File: src/rtl/cinv_pkg.sv
package cinv_pkg;

    localparam int CTL_W     = 16;
    localparam int NCACHE    = 2;
    localparam int EN_BASE   = 0;
    localparam int INV_BASE  = 4;
    localparam int BUSY_BASE = 8;

    typedef logic [CTL_W-1:0] ctl_t;

    typedef enum logic [3:0] {
        ST_IDLE,
        ST_PROBE,
        ST_DISABLE,
        ST_DRAIN_OFF,
        ST_INVAL,
        ST_DRAIN_INV,
        ST_ENABLE,
        ST_CONFIRM,
        ST_FINISH
    } seq_state_e;

    localparam ctl_t BUSY_MASK = ctl_t'(((1 << NCACHE) - 1) << BUSY_BASE);

    function automatic ctl_t en_bit(input logic sel);
        return ctl_t'(1) << (EN_BASE + int'(sel));
    endfunction

    function automatic ctl_t inv_bit(input logic sel);
        return ctl_t'(1) << (INV_BASE + int'(sel));
    endfunction

    function automatic ctl_t busy_bit(input logic sel);
        return ctl_t'(1) << (BUSY_BASE + int'(sel));
    endfunction

endpackage

File: src/rtl/cinv_seq.sv
module cinv_seq
    import cinv_pkg::*;
(
    input  logic clk,
    input  logic rst_n,
    input  logic start_i,
    input  logic sel_i,
    input  logic irq_mask_i,
    input  ctl_t rd_data_i,
    output logic rd_en_o,
    output logic wr_en_o,
    output ctl_t wr_data_o,
    output logic busy_o,
    output logic done_o,
    output logic irq_mask_o
);

    seq_state_e st_q, st_d;
    ctl_t       shadow_q, shadow_d;
    logic       sel_q, sel_d;

    ctl_t en_m, inv_m, bsy_m;
    assign en_m  = en_bit(sel_q);
    assign inv_m = inv_bit(sel_q);
    assign bsy_m = busy_bit(sel_q);

    logic tgt_on, tgt_busy;
    assign tgt_on   = |(rd_data_i & en_m);
    assign tgt_busy = |(rd_data_i & bsy_m);

    // state register
    always_ff @(posedge clk or negedge rst_n) begin
        if (!rst_n) begin
            st_q     <= ST_IDLE;
            shadow_q <= '0;
            sel_q    <= 1'b0;
        end else begin
            st_q     <= st_d;
            shadow_q <= shadow_d;
            sel_q    <= sel_d;
        end
    end

    // next state
    always_comb begin
        st_d     = st_q;
        shadow_d = shadow_q;
        sel_d    = sel_q;
        unique case (st_q)
            ST_IDLE: begin
                if (start_i) begin
                    sel_d = sel_i;
                    st_d  = ST_PROBE;
                end
            end
            ST_PROBE: begin
                if (tgt_on) begin
                    shadow_d = rd_data_i & ~BUSY_MASK;
                    st_d     = ST_DISABLE;
                end else begin
                    st_d = ST_FINISH;
                end
            end
            ST_DISABLE: begin
                shadow_d = shadow_q & ~en_m;
                st_d     = ST_DRAIN_OFF;
            end
            ST_DRAIN_OFF: begin
                if (!tgt_busy) st_d = ST_INVAL;
            end
            ST_INVAL: begin
                shadow_d = shadow_q | inv_m;
                st_d     = ST_DRAIN_INV;
            end
            ST_DRAIN_INV: begin
                if (!tgt_busy) st_d = ST_ENABLE;
            end
            ST_ENABLE: st_d = ST_CONFIRM;
            ST_CONFIRM: st_d = ST_FINISH;
            ST_FINISH: st_d = ST_IDLE;
            default: st_d = ST_IDLE;
        endcase
    end

    // outputs
    always_comb begin
        rd_en_o   = 1'b0;
        wr_en_o   = 1'b0;
        wr_data_o = '0;
        done_o    = 1'b0;
        busy_o    = (st_q != ST_IDLE);
        unique case (st_q)
            ST_PROBE, ST_DRAIN_OFF, ST_DRAIN_INV, ST_CONFIRM: rd_en_o = 1'b1;
            ST_DISABLE: begin
                wr_en_o   = 1'b1;
                wr_data_o = shadow_q & ~en_m;
            end
            ST_INVAL: begin
                wr_en_o   = 1'b1;
                wr_data_o = shadow_q | inv_m;
            end
            ST_ENABLE: begin
                wr_en_o   = 1'b1;
                wr_data_o = (shadow_q & ~inv_m) | en_m;
            end
            ST_FINISH: done_o = 1'b1;
            default: ;
        endcase
    end

    logic masking;
    always_comb begin
        unique case (st_q)
            ST_DISABLE, ST_DRAIN_OFF, ST_INVAL,
            ST_DRAIN_INV, ST_ENABLE, ST_CONFIRM: masking = 1'b1;
            default: masking = 1'b0;
        endcase
    end
    assign irq_mask_o = masking | irq_mask_i;

endmodule

File: src/rtl/cinv_core.sv
module cinv_core
    import cinv_pkg::*;
#(
    parameter int NLINES    = 16,
    parameter int DRAIN_CYC = 3,
    parameter int FLUSH_CYC = 5,
    localparam int IDX_W    = $clog2(NLINES),
    localparam int CNT_MAX  = (DRAIN_CYC > FLUSH_CYC) ? DRAIN_CYC : FLUSH_CYC,
    localparam int CNT_W    = $clog2(CNT_MAX + 2)
) (
    input  logic                     clk,
    input  logic                     rst_n,
    input  logic                     wr_en_i,
    input  ctl_t                     wr_data_i,
    output ctl_t                     rd_data_o,
    input  logic                     fill_en_i,
    input  logic                     fill_sel_i,
    input  logic [IDX_W-1:0]         fill_idx_i,
    output logic [NCACHE*NLINES-1:0] valid_o
);

    ctl_t              ctl_q;
    logic [NCACHE-1:0] busy_vec;

    always_ff @(posedge clk or negedge rst_n) begin
        if (!rst_n)       ctl_q <= '0;
        else if (wr_en_i) ctl_q <= wr_data_i & ~BUSY_MASK;
    end

    for (genvar c = 0; c < NCACHE; c++) begin : g_cache
        logic [CNT_W-1:0]  cnt_q;
        logic [NLINES-1:0] vld_q;
        logic              turn_off, inv_rise;

        assign turn_off = wr_en_i && ctl_q[EN_BASE + c] && !wr_data_i[EN_BASE + c];
        assign inv_rise = wr_en_i && !ctl_q[INV_BASE + c] && wr_data_i[INV_BASE + c];

        always_ff @(posedge clk or negedge rst_n) begin
            if (!rst_n)              cnt_q <= '0;
            else if (inv_rise)       cnt_q <= CNT_W'(FLUSH_CYC);
            else if (turn_off)       cnt_q <= CNT_W'(DRAIN_CYC);
            else if (cnt_q != '0)    cnt_q <= cnt_q - 1'b1;
        end

        always_ff @(posedge clk or negedge rst_n) begin
            if (!rst_n)                              vld_q <= '0;
            else if (inv_rise)                       vld_q <= '0;
            else if (fill_en_i && (fill_sel_i == c)) vld_q[fill_idx_i] <= 1'b1;
        end

        assign busy_vec[c]                   = (cnt_q != '0);
        assign valid_o[c*NLINES +: NLINES]   = vld_q;
    end

    always_comb begin
        rd_data_o = ctl_q;
        for (int c = 0; c < NCACHE; c++) begin
            rd_data_o[BUSY_BASE + c] = busy_vec[c];
        end
    end

endmodule

File: src/rtl/cinv_top.sv
module cinv_top
    import cinv_pkg::*;
#(
    parameter int NLINES    = 16,
    parameter int DRAIN_CYC = 3,
    parameter int FLUSH_CYC = 5,
    localparam int IDX_W    = $clog2(NLINES)
) (
    input  logic              clk,
    input  logic              rst_n,
    input  logic              start_i,
    input  logic              sel_i,
    input  logic              irq_mask_i,
    input  logic              cfg_we_i,
    input  logic [15:0]       cfg_wdata_i,
    input  logic              fill_en_i,
    input  logic              fill_sel_i,
    input  logic [IDX_W-1:0]  fill_idx_i,
    output logic              busy_o,
    output logic              done_o,
    output logic              irq_mask_o,
    output logic [15:0]       ctl_o,
    output logic              reg_wr_o,
    output logic              reg_rd_o,
    output logic [15:0]       reg_wdata_o,
    output logic [NLINES-1:0] ic_valid_o,
    output logic [NLINES-1:0] dc_valid_o
);

    ctl_t                     rd_data, seq_wdata, core_wdata;
    logic                     seq_wr, seq_rd, core_wr;
    logic [NCACHE*NLINES-1:0] valid_all;

    cinv_seq u_seq (
        .clk        (clk),
        .rst_n      (rst_n),
        .start_i    (start_i),
        .sel_i      (sel_i),
        .irq_mask_i (irq_mask_i),
        .rd_data_i  (rd_data),
        .rd_en_o    (seq_rd),
        .wr_en_o    (seq_wr),
        .wr_data_o  (seq_wdata),
        .busy_o     (busy_o),
        .done_o     (done_o),
        .irq_mask_o (irq_mask_o)
    );

    // sequencer writes take precedence over host writes
    assign core_wr    = seq_wr | cfg_we_i;
    assign core_wdata = seq_wr ? seq_wdata : cfg_wdata_i;

    cinv_core #(
        .NLINES    (NLINES),
        .DRAIN_CYC (DRAIN_CYC),
        .FLUSH_CYC (FLUSH_CYC)
    ) u_core (
        .clk        (clk),
        .rst_n      (rst_n),
        .wr_en_i    (core_wr),
        .wr_data_i  (core_wdata),
        .rd_data_o  (rd_data),
        .fill_en_i  (fill_en_i),
        .fill_sel_i (fill_sel_i),
        .fill_idx_i (fill_idx_i),
        .valid_o    (valid_all)
    );

    assign ctl_o       = rd_data;
    assign reg_wr_o    = seq_wr;
    assign reg_rd_o    = seq_rd;
    assign reg_wdata_o = seq_wdata;
    assign ic_valid_o  = valid_all[0 +: NLINES];
    assign dc_valid_o  = valid_all[NLINES +: NLINES];

endmodule

File: config.mk
export PLATFORM = sky130hd
export DESIGN_NAME = cinv_top
export DESIGN_NICKNAME = d
export VERILOG_FILES = /design/src/rtl/cinv_pkg.sv /design/src/rtl/cinv_seq.sv /design/src/rtl/cinv_core.sv /design/src/rtl/cinv_top.sv
export SDC_FILE = /design/constraint.sdc
export NUM_CORES = 1
export LEC_CHECK = 0
export ABC_AREA = 1
export BUFFER_PORTS_ARGS = -buffer_cell sky130_fd_sc_hd__buf_2
export CAP_MARGIN = 20
export CORE_MARGIN = 2
export CORE_UTILIZATION = 30
export DETAILED_ROUTE_END_ITERATION = 6
export GPL_TIMING_DRIVEN = 0
export PLACE_DENSITY_LB_ADDON = 0.2
export RECOVER_POWER = 25
export SETUP_SLACK_MARGIN = 0.4
export SLEW_MARGIN = 20
export SYNTH_ARGS = -nofsm -noshare
export SYNTH_HDL_FRONTEND = slang
export SYNTH_HIERARCHICAL = 1
export SYNTH_SLANG_ARGS = --single-unit
File: constraint.sdc
create_clock -name clk -period 2.7 [get_ports clk]
set_input_delay 0.135 -clock clk [delete_from_list [all_inputs] [get_ports clk]]
set_output_delay 0.135 -clock clk [all_outputs]
set_load 0.05 [all_outputs]
==> results of run 1 <==
-- registers in the layout, indices dropped and copies added, names as in the netlist --
signal                flops
u_core/g_cache.vld_q     32
u_seq/shadow_q           16
u_core/ctl_q             14
u_core/g_cache.cnt_q      6
u_seq/st_q                4
u_seq/sel_q               1
-- how the worst min path moves through the flow --
stage                       to  slack (ns)  depth (start not counted)
2_1_floorplan  u_core/ctl_q[0]       -0.16                          0
3_3_place_gp       u_seq/sel_q        0.39                          3
3_5_place_dp     u_seq/st_q[2]        0.20                          1
4_1_cts            u_seq/sel_q        0.05                          3
5_1_grt            u_seq/sel_q        0.07                          3
6_report           u_seq/sel_q        0.05                          3
-- placed cells by master (no fill, tap or decap), types with 2 or more instances in the layout --
master and n:
nand2_1 143, buf_2 95, dfrtp_1 71, inv_1 61
nand3_1 50, a21oi_1 36, nor2_1 30, inv_2 15
buf_4 14, nand2_2 10, nor2_4 10, clkbuf_16 9
o21ai_2 8, buf_6 7, o21ai_0 6, nor2_2 5
ha_1 4, clkbuf_2 3, clkbuf_8 2, clkinvlp_4 2
xor2_1 2, o21ai_1 2, dfrtp_2 2
-- layout make-up --
type	instances	share of cell area (%)
Clock inverter	4	1.042
Multi-Input combinational cell	314	31.19
Clock buffer	12	5.211
Buffer	14	2.847
Timing Repair Buffer	109	11.92
Tap cell	172	4.372
Inverter	79	6.253
Sequential cell	73	37.16
-- layer usage --
layer / GRT usage (%) / vias to the layer above / share of wire, %
met5: 0 / - / 0
met4: 6.349 / 0 / 1.3
met3: 3.944 / 11 / 6.6
met2: 23.68 / 92 / 44
met1: 21.27 / 1590 / 48
li1: - / 1728 / -
-- worst register-to-register path, delay by kind of cell (launching register included) --
kind                   cells  cell delay, ns
AO/OA/AOI/OAI              1            0.13
buffers and inverters      8            0.85
flip-flops                 1            0.44
AND/OR/NAND/NOR            6            0.62
-- metrics by stage --
step / hold slack (ns) / power (mW) / instance area (um^2) / utilization [%] / std cells
finish: 0.05498 / 6.246 / 4922 / 39.49 / 777
detailed placement: 0.1982 / 4.939 / 4504 / 36.13 / 747
global placement: 0.3893 / 4.891 / 4482 / 35.95 / 746
floorplan: -0.1606 / 4.166 / 3796 / - / 480
CTS: 0.04599 / 6.271 / 4891 / 39.24 / 772
global route: 0.06714 / 6.693 / 4922 / 39.49 / 777
-- power groups by stage --
stage	clock, mW	combinational (mW)	sequential, mW
floorplan	0	1.64	2.53
global placement	0	3.11	1.78
detailed placement	0	3.14	1.80
CTS	1.26	3.22	1.78
global route	1.31	3.55	1.84
finish	1.22	3.24	1.78
-- repair_timing --
| item | 4_1_cts | 5_1_grt |
|---|---|---|
| setup endpoints to repair | 32 | 47 |
| setup buffers | 8 | 5 |
| pin swaps | 2 | 3 |
| hold buffers | 1 | 0 |
| resized for setup | 2 | 4 |
| hold endpoints to repair | 44 | 0 |
==> results.cfg, run 1 <==
[detailed_routing]
avgViaCountPerCell = 4.403
drc = 0
drt_iter0_markers = 212
ant_nets = 0
wire_per_inst_um = 12.86
vias = 3421
firstDrtPassIters = 4
routed_wl_mm = 9.994

[cells_and_area]
multi_input_area_um2 = 1535
nFillCells = 1330
antenna_cells = 0
regArea_um2 = 1829
area.growth.synth_to_final_pct = 30.09
final_layout_size_suffix_gt1_share_pct = 31.90
fin_nets = 632

[setup_path]
crit_arrival_ns = 2.38
rr_worst_depth = 15
end_kind = register
startpoint = u_seq/st_q[2]
path_cells = inv_2 > nor2_4 > nand2_4 > inv_2 > a21oi_4 > buf_8 > clkinvlp_4 > buf_6 > or2_1 > buf_4 > nand2_2 > nor2_4 > buf_4 > inv_2 > nand3_1
cp_top_family = buffers and inverters
cp_slowest_stage_delay_ns = 0.44
r2r_end = u_core/g_cache[0].cnt_q[0]
worstReg2RegStart = u_seq/st_q[2]
start_kind = register
required_ns = 2.91
cp_common_cell = inv_2
r2r_slack_ns = 0.53
path_depth = 15
cp_num_buf_inv = 8
critPathKind = reg2reg
critPathMaxFanout = 9
crit_end = u_core/g_cache[0].cnt_q[0]
worst_path_max_delay_cell = dfrtp_2

[global_routing]
grt_max_degree = 46
track_usage_pct = 15.59
first_global_vias = 3262
antenna_found_initial = 0
overflow = 0
grt_pass1_wl_mm = 16.28

[clock_network]
cts.sinks = 73
htree_levels = 3
clk_latency_ns = 0.34
clkTransAtPathRegs_ns = 0.06
cts_root_buf = clkbuf_16
cts_made_buffers = 9
cts_tree = built
cts.path.max_buffers = 2

[pwr]
p_leak_nw = 2.659
ir_worst_vdd_mv = 0.4375
clockPowerShare_pct = 19.6
combPwrFrac_pct = 51.9
seq_power_share_pct = 28.5
intPower_mw = 3.181
powerDensity_nw_per_um2 = 1269
swShare_pct = 49.07
power.switching_mw = 3.065

[sta]
fin_crit_sh_pct = 80.41
setup_violations = 0
tightestPinTransition_ns = 1.168
skew_ns = 0.006766
fmax_mhz = 460.6
drv_slew = 0
hold_viol_final = 0
setup_ws_ns = 0.5290
grt_setup_unrepaired = true
fin_tns_setup_ns = 0
layout_min_cycle_time_ns = 2.171
relSlewSlack_pct = 22.16

[hold_path]
hold_start = sel_i
hold_class = in2reg

[floorplanning]
dieArea_um2 = 13530
core_area_um2 = 12470
pin_count = 97
initial_core_util_pct = 30.35
die_h_um = 116.3
row_count = 41
die_w_um = 116.3

[synth]
synth_cells = 480
synth_area_um2 = 3784
ys.warnings.count = 6
synth_nets = 512
syn-mean-instance-area_um2 = 7.883

[place]
io_buffers = 94
place_congestion = 0.7847
dpl_worst_slack_ns = 0.2866
dp_hpwl_mm = 7.276

[run]
cap_violations = 0

[run_status]
status = complete, no violations
Note: power is estimated with default switching activity, not from simulation.
==> run 2, diff against run 1 <==
- clock period: 2.7 -> 2.01 ns (I/O delays scaled with it)
==> run 2 against run 1 <==
Setup slack worse by 0.50 ns. Sequential share of layout area is 5.4 points lower. Final area is 17% higher. Global-route usage is 0.81 points higher. Wire length is 12% higher. Combinational power is 71% higher.
==> results.cfg, run 2 (synthesis gave the netlist of run 1 again) <==
[clock_network]
cts.path.max_buffers = 2
clk_latency_ns = 0.33
htree_levels = 3
clkTransAtPathRegs_ns = 0.06
cts_tree = built
cts_root_buf = clkbuf_16
cts_made_buffers = 9
cts.sinks = 73

[setup_path]
worst_path_max_delay_cell = dfrtp_1
cp_num_buf_inv = 8
crit_arrival_ns = 2.19
end_kind = register
critPathMaxFanout = 7
cp_top_family = buffers and inverters
start_kind = register
path_cells = inv_2 > nor2_4 > nand2_4 > inv_2 > a21oi_4 > buf_8 > clkinvlp_4 > buf_8 > or2_1 > buf_6 > nand2_4 > nor2_4 > buf_6 > inv_4 > nand3_2
cp_slowest_stage_delay_ns = 0.39
required_ns = 2.22
critPathKind = reg2reg

[cells_and_area]
nFillCells = 1240
layout_common_cells = 126 x nand2_1, 75 x buf_2, 70 x dfrtp_1
final_layout_size_suffix_gt1_share_pct = 45.98
fin_util_pct = 46.27
antenna_cells = 0
area.growth.synth_to_final_pct = 52.45
mostFrequentLayoutCell = nand2_1
fin_nets = 662
largest_reg_flops = 32
regMostFlops = u_core/g_cache.vld_q
top_regs = u_core/g_cache.vld_q (32), u_seq/shadow_q (16), u_core/ctl_q (14)

[run_status]
status = complete, no violations

[global_routing]
antenna_found_initial = 0
track_usage_pct = 16.40
first_global_vias = 3480
grt_max_degree = 47
overflow = 0
grt_pass1_wl_mm = 17.10

[hold_path]
hold_class = in2reg

[sta]
setup_ws_ns = 0.03366
fmax_mhz = 506.0
fin_tns_setup_ns = 0
skew_ns = 0.005087
drv_slew = 0
setup_violations = 0
relSlewSlack_pct = 49.73
layout_min_cycle_time_ns = 1.976
fin_crit_sh_pct = 98.33
tightestPinTransition_ns = 0.7541
grt_setup_unrepaired = true
whs_ns = 0.01398
hold_viol_final = 0

[detailed_routing]
wire_per_inst_um = 13.86
vias = 3634
drc = 0
routed_wl_mm = 11.19
avgViaCountPerCell = 4.503
firstDrtPassIters = 4
ant_nets = 0
drt_iter0_markers = 177

[pwr]
powerDensity_nw_per_um2 = 1670
total_power_mw = 9.631
ir_worst_vdd_mv = 0.5243
p_leak_nw = 2.896

[floorplanning]
die_h_um = 116.3
die_w_um = 116.3
row_count = 41
pin_count = 97
dieArea_um2 = 13530
initial_core_util_pct = 30.35
core_area_um2 = 12470

[place]
dpl_worst_slack_ns = -0.3566
place_congestion = 0.8528
io_buffers = 94
dp_hpwl_mm = 7.338

[run]
cap_violations = 0
==> run 2: cell types whose count changed in the layout (fill, tap and decap cells not counted), sizes merged <==
cell,change
clkinv,-1
inv,-2
buf,+29
clkinvlp,+3
bufinv,+1
==> run 2: worst register-to-register path, cell delays in order, from the launching register on <==
cell        delay (ns)
dfrtp_1           0.39
inv_2             0.09
nor2_4            0.05
nand2_4           0.06
inv_2             0.04
a21oi_4           0.13
buf_8             0.12
clkinvlp_4        0.08
buf_8             0.14
or2_1             0.24
buf_6             0.15
nand2_4           0.08
nor2_4            0.06
buf_6             0.14
inv_4             0.05
nand3_2           0.06
==> run 2: power by group <==
group          switching [mW]  internal, mW
registers               0.389          2.00
logic                    3.61          1.93
clock network           0.617          1.09
total                    4.62          5.01
==> run 2: stage by stage <==
stage / instance area (um^2) / std cells
floorplan: 3869 / 480
global placement: 4554 / 746
detailed placement: 4584 / 747
CTS: 5485 / 796
global route: 5768 / 807
finish: 5768 / 807
==> run 2: area by class of cell <==
type | count | area (um^2) | area share [%]
clock buffer | 11 | 232.7 | 4.035
sequential | 73 | 1831 | 31.74
buffer | 14 | 167.7 | 2.907
tap | 172 | 215.2 | 3.731
timing repair buffer | 139 | 1051 | 18.22
inverter | 79 | 330.3 | 5.727
multi-input combinational | 314 | 1861 | 32.26
clock inverter | 5 | 80.08 | 1.388
==> run 2: worst paths after layout <==
path                                 start                           to  slack (ns)  cells after the start
min in group asynchronous            rst_n                  u_seq/sel_q        0.36                      2
hold / removal                       sel_i                  u_seq/sel_q        0.01                      3
setup reg to reg             u_seq/st_q[2]   u_core/g_cache[0].cnt_q[0]        0.03                     15
setup / recovery             u_seq/st_q[2]   u_core/g_cache[0].cnt_q[0]        0.03                     15
hold reg to reg            u_core/ctl_q[6]              u_core/ctl_q[6]        0.50                      2
max in group asynchronous            rst_n  u_core/g_cache[1].vld_q[12]        0.46                      3
==> run 2: timing repair <==
action / 4_1_cts / 5_1_grt
endpoints found under the hold margin: 27 / 0
pin swaps: 13 / 12
resized for setup: 101 / 53
buffers inserted: 30 / 9
gates cloned: 2 / 2
setup endpoints to repair: 71 / 89
hold buffers: 1 / 0
==> run 2: metal layers <==
metal  share of wire [%]  vias up  wire length, um  GRT usage [%]
li1                    -     1795                -              -
met1                  44     1725             4931          21.51
met2                  48       99             5332          26.28
met3                 6.2       15              699          3.529
met4                 2.0        0              227          6.984
met5                   0        -                0              0
==> run 3, diff against run 2 <==
- REMOVE_ABC_BUFFERS: unset -> 1
- clock period: 2.01 -> 1.9 ns (I/O delays scaled with it)
==> run 3 against run 2 <==
The run now ends with setup timing left. Via count up 1.7%. Global-route usage up 1.1 points. Non-clock buffer count up 1. Highest routed layer unchanged.
==> results.cfg, run 3 (synthesis gave the netlist of run 1 again) <==
[place]
place_area_um2 = 4373
io_buffers = 94
dp_hpwl_mm = 6.922
place_inst = 733
dpl_worst_slack_ns = -1.281
place_congestion = 0.8665

[global_routing]
first_global_vias = 3576
use_met2_pct = 27.95
track_usage_pct = 17.52
grt_use_met1_pct = 22.69
grt_max_degree = 54
grt_pass1_wl_mm = 18.17
grt_busiest_layer = met2
antenna_found_initial = 0
grt_use_met3_pct = 4.515
overflow = 0

[cells_and_area]
fin_nets = 665
final_layout_size_suffix_gt1_share_pct = 47.18
regMostFlops = u_core/g_cache.vld_q
largest_reg_flops = 32
nFillCells = 1188
area.growth.synth_to_final_pct = 58.90
top_regs = u_core/g_cache.vld_q (32), u_seq/shadow_q (16), u_core/ctl_q (14)
mostFrequentLayoutCell = nand2_1
layout_common_cells = 122 x nand2_1, 71 x buf_2, 69 x dfrtp_1
fin_cells = 810
antenna_cells = 0
design_area_um2 = 6012

[detailed_routing]
drt_iter0_markers = 213
drc = 0
firstDrtPassIters = 4
wire_per_inst_um = 14.29
vias = 3697
ant_nets = 0
avgViaCountPerCell = 4.564
routed_wl_mm = 11.58

[clock_network]
cts.sinks = 73
cts.path.max_buffers = 2
clkTransAtPathRegs_ns = 0.06
cts_made_buffers = 9
cts_root_buf = clkbuf_16
clk_latency_ns = 0.33
htree_levels = 3
cts_tree = built

[sta]
drv_slew = 0
tightestPinTransition_ns = 1.168
layout_min_cycle_time_ns = 1.976
fin_tns_setup_ns = -1.537
setup_violations = 34
whs_ns = 0.01610
fin_crit_sh_pct = 104.0
relSlewSlack_pct = 22.15
hold_viol_final = 0
skew_ns = 0.005494
setup_ws_ns = -0.07563
fmax_mhz = 506.2
grt_setup_unrepaired = true

[pwr]
clockPowerShare_pct = 15.9
combPwrFrac_pct = 59.9
seq_power_share_pct = 24.2
intPower_mw = 5.511
power.switching_mw = 5.084
ir_worst_vdd_mv = 0.6089
p_leak_nw = 3.002
powerDensity_nw_per_um2 = 1762
swShare_pct = 47.99

[hold_path]
hold_start = sel_i
min_to = u_seq/sel_q
hold_depth = 3
hold_class = in2reg

[setup_path]
start_kind = register
required_ns = 2.16
critPathMaxFanout = 9
critPathKind = reg2reg
worstReg2RegStart = u_seq/st_q[2]
crit_arrival_ns = 2.24
end_kind = register
rr_worst_depth = 13
r2r_end = u_core/g_cache[1].vld_q[2]
r2r_slack_ns = -0.08

[floorplanning]
core_area_um2 = 12470
die_w_um = 116.3
dieArea_um2 = 13530
initial_core_util_pct = 30.35
die_h_um = 116.3
row_count = 41
pin_count = 97

[run_status]
violations = setup timing
status = finished, violations left

[run]
cap_violations = 0
==> run 3: routing by layer <==
metal	vias up	share of wire (%)	routed length, um
li1	1803	-	-
met1	1785	43	4983
met2	89	49	5714
met3	20	5.6	650
met4	0	2.0	228
met5	-	0	0
==> run 3: final cells by class <==
type / count / area (um^2) / area share (%)
clock buffer: 11 / 242.7 / 4.037
clock inverter: 5 / 55.05 / 0.9157
inverter: 79 / 345.3 / 5.744
multi-input combinational: 314 / 1926 / 32.03
sequential: 73 / 1832 / 30.47
tap: 172 / 215.2 / 3.580
timing repair buffer: 154 / 1379 / 22.93
timing repair inverter: 2 / 17.52 / 0.2914
==> run 3: per-stage QoR <==
step / power (mW) / util, %
2_1_floorplan: 5.708 / -
3_3_place_gp: 6.722 / 34.84
3_5_place_dp: 6.798 / 35.08
4_1_cts: 9.998 / 44.95
5_1_grt: 11.26 / 48.23
6_report: 10.60 / 48.23
==> run 3: timing repair <==
item                       CTS  global route
setup buffers               40            14
pin swaps                   17            11
setup endpoints to repair   85            86
hold endpoints to repair    20             0
resized for setup          150            68
gates cloned                 3             3
hold buffers                 1             0
==> run 3: worst max-delay path by stage <==
stage,from,endpoint,slack [ns],cells after the start
after floorplan,u_seq/st_q[0],u_core/g_cache[0].cnt_q[2],-0.71,11
after global placement,u_seq/st_q[0],u_core/g_cache[0].cnt_q[1],-1.28,10
after detailed placement,u_seq/st_q[0],u_core/g_cache[0].cnt_q[1],-1.28,10
after CTS,u_seq/st_q[2],u_core/g_cache[1].cnt_q[0],-0.08,14
after global routing,u_seq/st_q[2],u_core/g_cache[1].cnt_q[0],-0.14,16
final,u_seq/st_q[2],u_core/g_cache[1].vld_q[2],-0.08,13
==> run 3: power groups by stage <==
stage	Sequential, mW	Clock, mW	Combinational [mW]
after floorplan	3.61	0	2.10
after global placement	2.55	0	4.17
after detailed placement	2.56	0	4.24
after CTS	2.55	1.74	5.70
after global routing	2.65	1.80	6.81
final	2.57	1.69	6.34
==> run 3: worst max-delay path, cell delays in order (launching register included) <==
cell	delay, ns
dfrtp_1	0.39
inv_2	0.09
nor2_4	0.05
nand2_4	0.06
inv_2	0.04
a21oi_4	0.19
clkinvlp_4	0.15
buf_6	0.13
or2_4	0.28
nand2_4	0.09
nor2_4	0.04
buf_4	0.15
buf_16	0.14
a21oi_2	0.10
